File: config.mk
export PLATFORM = sky130hd
export DESIGN_NAME = slice_alu
export DESIGN_NICKNAME = d
export VERILOG_FILES = /design/src/rtl/slice_alu_pkg.sv /design/src/rtl/slice_operand_sel.sv /design/src/rtl/slice_adder.sv /design/src/rtl/slice_logic_unit.sv /design/src/rtl/slice_alu.sv
export SDC_FILE = /design/constraint.sdc
export NUM_CORES = 1
export LEC_CHECK = 0
export ABC_AREA = 1
export ABC_CLOCK_PERIOD_IN_PS = 5550
export BUFFER_PORTS_ARGS = -buffer_cell sky130_fd_sc_hd__buf_4
export CORE_MARGIN = 3
export CORE_UTILIZATION = 40
export DETAILED_ROUTE_END_ITERATION = 12
export GPL_ROUTABILITY_DRIVEN = 0
export PLACE_DENSITY = 0.66
export SYNTH_ARGS = -nofsm -noshare
export SYNTH_HDL_FRONTEND = slang
export SYNTH_SLANG_ARGS = --single-unit
export TNS_END_PERCENT = 30
File: constraint.sdc
create_clock -name vclk -period 5.55
set_input_delay 0.2775 -clock vclk [all_inputs]
set_output_delay 0.2775 -clock vclk [all_outputs]
set_load 0.1 [all_outputs]
File: src/rtl/slice_alu_pkg.sv
package slice_alu_pkg;

    typedef enum logic [2:0] {
        SRC_AQ = 3'd0,
        SRC_AB = 3'd1,
        SRC_ZQ = 3'd2,
        SRC_ZB = 3'd3,
        SRC_ZA = 3'd4,
        SRC_DA = 3'd5,
        SRC_DQ = 3'd6,
        SRC_DZ = 3'd7
    } src_code_e;

    typedef enum logic [2:0] {
        FN_ADD   = 3'd0,
        FN_SMINR = 3'd1,
        FN_RMINS = 3'd2,
        FN_OR    = 3'd3,
        FN_AND   = 3'd4,
        FN_NRAND = 3'd5,
        FN_XOR   = 3'd6,
        FN_XNOR  = 3'd7
    } fn_code_e;

    function automatic logic is_arith(input logic [2:0] fn);
        return (fn == FN_ADD) || (fn == FN_SMINR) || (fn == FN_RMINS);
    endfunction

endpackage

File: src/rtl/slice_operand_sel.sv
module slice_operand_sel
    import slice_alu_pkg::*;
#(
    parameter int WIDTH = 4
) (
    input  logic [2:0]       src_sel,
    input  logic [WIDTH-1:0] a_data,
    input  logic [WIDTH-1:0] b_data,
    input  logic [WIDTH-1:0] d_data,
    input  logic [WIDTH-1:0] q_data,
    output logic [WIDTH-1:0] r_op,
    output logic [WIDTH-1:0] s_op
);
    localparam logic [WIDTH-1:0] ZERO = '0;

    always_comb begin
        unique case (src_code_e'(src_sel))
            SRC_AQ: begin r_op = a_data; s_op = q_data; end
            SRC_AB: begin r_op = a_data; s_op = b_data; end
            SRC_ZQ: begin r_op = ZERO;   s_op = q_data; end
            SRC_ZB: begin r_op = ZERO;   s_op = b_data; end
            SRC_ZA: begin r_op = ZERO;   s_op = a_data; end
            SRC_DA: begin r_op = d_data; s_op = a_data; end
            SRC_DQ: begin r_op = d_data; s_op = q_data; end
            SRC_DZ: begin r_op = d_data; s_op = ZERO;   end
            default: begin r_op = ZERO;  s_op = ZERO;   end
        endcase
    end
endmodule

File: src/rtl/slice_adder.sv
module slice_adder #(
    parameter int WIDTH = 4
) (
    input  logic [WIDTH-1:0] x_op,
    input  logic [WIDTH-1:0] y_op,
    input  logic             cin,
    output logic [WIDTH-1:0] sum,
    output logic             cout,
    output logic             c_msb,
    output logic             grp_gen,
    output logic             grp_prop
);
    localparam int MSB = WIDTH - 1;

    logic [WIDTH:0]   carry;
    logic [WIDTH-1:0] bit_gen;
    logic [WIDTH-1:0] bit_prop;

    assign carry[0] = cin;

    for (genvar i = 0; i < WIDTH; i++) begin : g_bit
        assign bit_gen[i]  = x_op[i] & y_op[i];
        assign bit_prop[i] = x_op[i] | y_op[i];
        assign sum[i]      = x_op[i] ^ y_op[i] ^ carry[i];
        assign carry[i+1]  = bit_gen[i] | (bit_prop[i] & carry[i]);
    end

    assign cout  = carry[WIDTH];
    assign c_msb = carry[MSB];

    always_comb begin
        grp_gen = 1'b0;
        for (int i = 0; i < WIDTH; i++) begin
            grp_gen = bit_gen[i] | (bit_prop[i] & grp_gen);
        end
        grp_prop = &bit_prop;
    end
endmodule

File: src/rtl/slice_logic_unit.sv
module slice_logic_unit
    import slice_alu_pkg::*;
#(
    parameter int WIDTH = 4
) (
    input  logic [2:0]       fn_sel,
    input  logic [WIDTH-1:0] r_op,
    input  logic [WIDTH-1:0] s_op,
    output logic [WIDTH-1:0] l_out
);
    always_comb begin
        unique case (fn_code_e'(fn_sel))
            FN_OR:    l_out = r_op | s_op;
            FN_AND:   l_out = r_op & s_op;
            FN_NRAND: l_out = ~r_op & s_op;
            FN_XOR:   l_out = r_op ^ s_op;
            FN_XNOR:  l_out = ~(r_op ^ s_op);
            default:  l_out = '0;
        endcase
    end
endmodule

File: src/rtl/slice_alu.sv
module slice_alu
    import slice_alu_pkg::*;
#(
    parameter int WIDTH = 4
) (
    input  logic [2:0]       src_sel,
    input  logic [2:0]       fn_sel,
    input  logic [WIDTH-1:0] a_data,
    input  logic [WIDTH-1:0] b_data,
    input  logic [WIDTH-1:0] d_data,
    input  logic [WIDTH-1:0] q_data,
    input  logic             carry_in,
    output logic [WIDTH-1:0] f_out,
    output logic             carry_out,
    output logic             gen_n,
    output logic             prop_n,
    output logic             ovf,
    output logic             sign,
    output logic             zero
);
    localparam int MSB = WIDTH - 1;

    logic [WIDTH-1:0] r_op, s_op, x_op, y_op, sum, l_out;
    logic             cout, c_msb, grp_gen, grp_prop, arith;

    slice_operand_sel #(.WIDTH(WIDTH)) u_sel (
        .src_sel(src_sel), .a_data(a_data), .b_data(b_data),
        .d_data(d_data), .q_data(q_data), .r_op(r_op), .s_op(s_op)
    );

    assign arith = is_arith(fn_sel);

    always_comb begin
        unique case (fn_code_e'(fn_sel))
            FN_SMINR: begin x_op = ~r_op; y_op = s_op;  end
            FN_RMINS: begin x_op = r_op;  y_op = ~s_op; end
            default:  begin x_op = r_op;  y_op = s_op;  end
        endcase
    end

    slice_adder #(.WIDTH(WIDTH)) u_add (
        .x_op(x_op), .y_op(y_op), .cin(carry_in), .sum(sum),
        .cout(cout), .c_msb(c_msb), .grp_gen(grp_gen), .grp_prop(grp_prop)
    );

    slice_logic_unit #(.WIDTH(WIDTH)) u_logic (
        .fn_sel(fn_sel), .r_op(r_op), .s_op(s_op), .l_out(l_out)
    );

    assign f_out     = arith ? sum : l_out;
    assign carry_out = arith & cout;
    assign ovf       = arith & (cout ^ c_msb);
    assign gen_n     = ~(arith & grp_gen);
    assign prop_n    = ~(arith & grp_prop);
    assign sign      = f_out[MSB];
    assign zero      = ~|f_out;
endmodule

==> results.py <==
metrics = {
    "status": {
        "outcome": "complete, no violations",
    },
    "layout": {
        "regArea_um2": 0,
        "area_delta_synth_final_pct": 27.73,
        "clock_buffers": 0,
        "drive_above_1_share_pct": 26.40,
        "num-nets-final": 238,
        "antenna_cells": 0,
        "multi_input_area_um2": 804.5,
        "n_fill_cell": 226,
        "design.seq.count": 0,
    },
    "routing": {
        "antenna_left": 0,
        "drc": 0,
        "vias": 1030,
        "wirelength_mm": 2.283,
        "viasPerCell": 4.578,
        "dr.first_iter.drc_count": 30,
        "wl_per_cell_um": 10.15,
        "drt_pre_antenna_iters": 4,
    },
    "synthesis": {
        "syn_area_per_cell_um2": 5.736,
        "synthSimpleGateAreaFrac_pct": 45.60,
        "synth_fa_ha_area_share_pct": 24.18,
        "synth_cells": 166,
        "synth_top_family_by_area": "simple AND/OR/NAND/NOR gates",
        "synth_compound_area_share_pct": 6.439,
        "synth.distinct_cells": 26,
        "yosysSeqAreaShare_pct": 0,
        "synth_area_um2": 952.2,
        "syn_nets": 205,
        "muxShareOfSynthArea_pct": 0,
        "synthXorXnorAreaFrac_pct": 8.279,
        "ys_warn_count": 0,
    },
    "clock_tree": {
        "holdBufCountCts": 0,
        "cts.repair.resized": 0,
        "cts_setup_buffers": 0,
    },
    "timing": {
        "layout_min_cycle_time_ns": 3.672,
        "rsz0062_at_grt": "false",
        "fin_crit_sh_pct": 66.16,
        "worst_pin_slew_ns": 0.3965,
        "slew_violations": 0,
        "finalSetupViolCount": 0,
        "finalHoldViolCount": 0,
        "fmax_mhz": 272.4,
        "final.setup.worst_slack_ns": 1.878,
        "slew-limit-headroom_pct": 73.47,
        "setup_tns_ns": 0,
    },
    "worst_setup_path": {
        "critPathMaxFanout": 4,
        "path_class": "in2out",
        "required_ns": 5.27,
        "critPathArrivalTime_ns": 3.39,
        "end_kind": "output pin",
        "cp-start-kind": "input port",
        "worstSetupStartpoint": "fn_sel[1]",
        "crit_path_end": "zero",
    },
    "die": {
        "start_util_pct": 42.63,
        "core_area_mm2": 0.002233,
        "dieArea_mm2": 0.003002,
        "pin_count": 33,
        "num_rows": 17,
        "die_h_um": 54.79,
        "die_w_um": 54.79,
    },
    "power_and_ir_drop": {
        "p_leak_nw": 0.7267,
        "power_density_mw_per_mm2": 199.8,
        "vdd_ir_drop_max_mv": 0.1952,
    },
    "global_route": {
        "grt_pass1_vias": 818,
        "track_usage_pct": 15.40,
        "antenna_found_initial": 0,
        "overflow": 0,
        "grt_pass1_wl_mm": 3.491,
        "grt_max_degree": 10,
    },
    "place": {
        "port_buffers": 33,
        "dp_slack_ns": 1.864,
        "hpwl_mm": 2.109,
    },
    "min_path": {
        "holdPathStages": 5,
        "hp-class": "in2out",
    },
    "flow_run": {
        "cap_violations": 0,
    },
}
## critical path: stages
cell     delay, ns
buf_4         0.12
inv_1         0.08
nand2_1       0.05
nor2_1        0.31
xor2_1        0.35
fa_1          0.23
inv_1         0.05
fa_1          0.38
fa_1          0.44
fa_1          0.51
nand2_1       0.06
nand2_1       0.08
nand2_1       0.06
nor2_2        0.10
buf_4         0.29
## where the power goes
group | internal (W) | switching, W | leakage (nW)
Combinational | 0.0000682 | 0.000175 | 0.727
Clock | 0 | 0 | 0
Sequential | 0 | 0 | 0
## cells in the mapped netlist (3+ instances only)
master    n  area (um2)
nand2_1  50       187.7
inv_1    32       120.1
nor2_1   15       56.30
ha_1     12       150.1
nand3_1  11       55.05
nand2_2   8       50.05
xor2_1    8       70.07
fa_1      4       80.08
nor2_2    3       18.77
o21ai_0   3       15.01
## how the worst min path moves through the flow
stage,from,endpoint,slack [ns]
floorplan,fn_sel[0],zero,1.06
global placement,fn_sel[1],carry_out,1.20
detailed placement,fn_sel[1],carry_out,1.22
CTS,fn_sel[1],carry_out,1.22
global route,fn_sel[1],carry_out,1.27
finish,fn_sel[1],carry_out,1.22
## logic make-up (layout without fill, tap and decap cells)
group	Yosys count	after routing
buffers and inverters	36	67
XOR/XNOR	9	9
AND/OR/NAND/NOR	95	95
adder cells (fa/ha/maj)	16	16
AO/OA/AOI/OAI	10	10
## final cells by class
type,count,area share [%]
multi-input combinational,130,66.15
timing repair buffer,33,20.37
inverter,34,10.60
tap,28,2.881
## placed cells by master (no fill, tap or decap)
cell type,count
ha_1,12
or2_2,2
a21oi_1,2
nand2_2,8
nand2_1,50
o21bai_1,1
nor2_1,15
xnor2_1,1
o21a_1,1
clkinv_2,1
inv_1,32
xor2_1,8
a221oi_1,1
nor2_4,2
or2_0,1
buf_4,33
nor3_1,1
nand3_2,2
nor2_2,3
nand3_1,11
o21ai_1,1
o21ai_0,3
inv_2,1
fa_1,4
o211ai_1,1
## through the flow
step | instances | total power, W | instance area (um2) | util (%) | hold WS (ns)
6_report | 225 | 0.0002430 | 1216 | 54.45 | 1.223
5_1_grt | 225 | 0.0002632 | 1216 | 54.45 | 1.274
4_1_cts | 225 | 0.0002445 | 1216 | 54.45 | 1.220
3_5_place_dp | 225 | 0.0002442 | 1216 | 54.45 | 1.219
3_3_place_gp | 225 | 0.0002402 | 1216 | 54.45 | 1.203
2_1_floorplan | 166 | 0.0001917 | 952.2 | - | 1.058
## layer usage
layer	global-route usage [%]	up-vias	share of wire (%)	wire, um
li1	-	558	-	-
met1	23.74	453	48	1103
met2	25.20	19	47	1081
met3	0	0	4.3	98
met4	0	0	0	0
met5	0	-	0	0
Power figures use the tool's default switching activity.
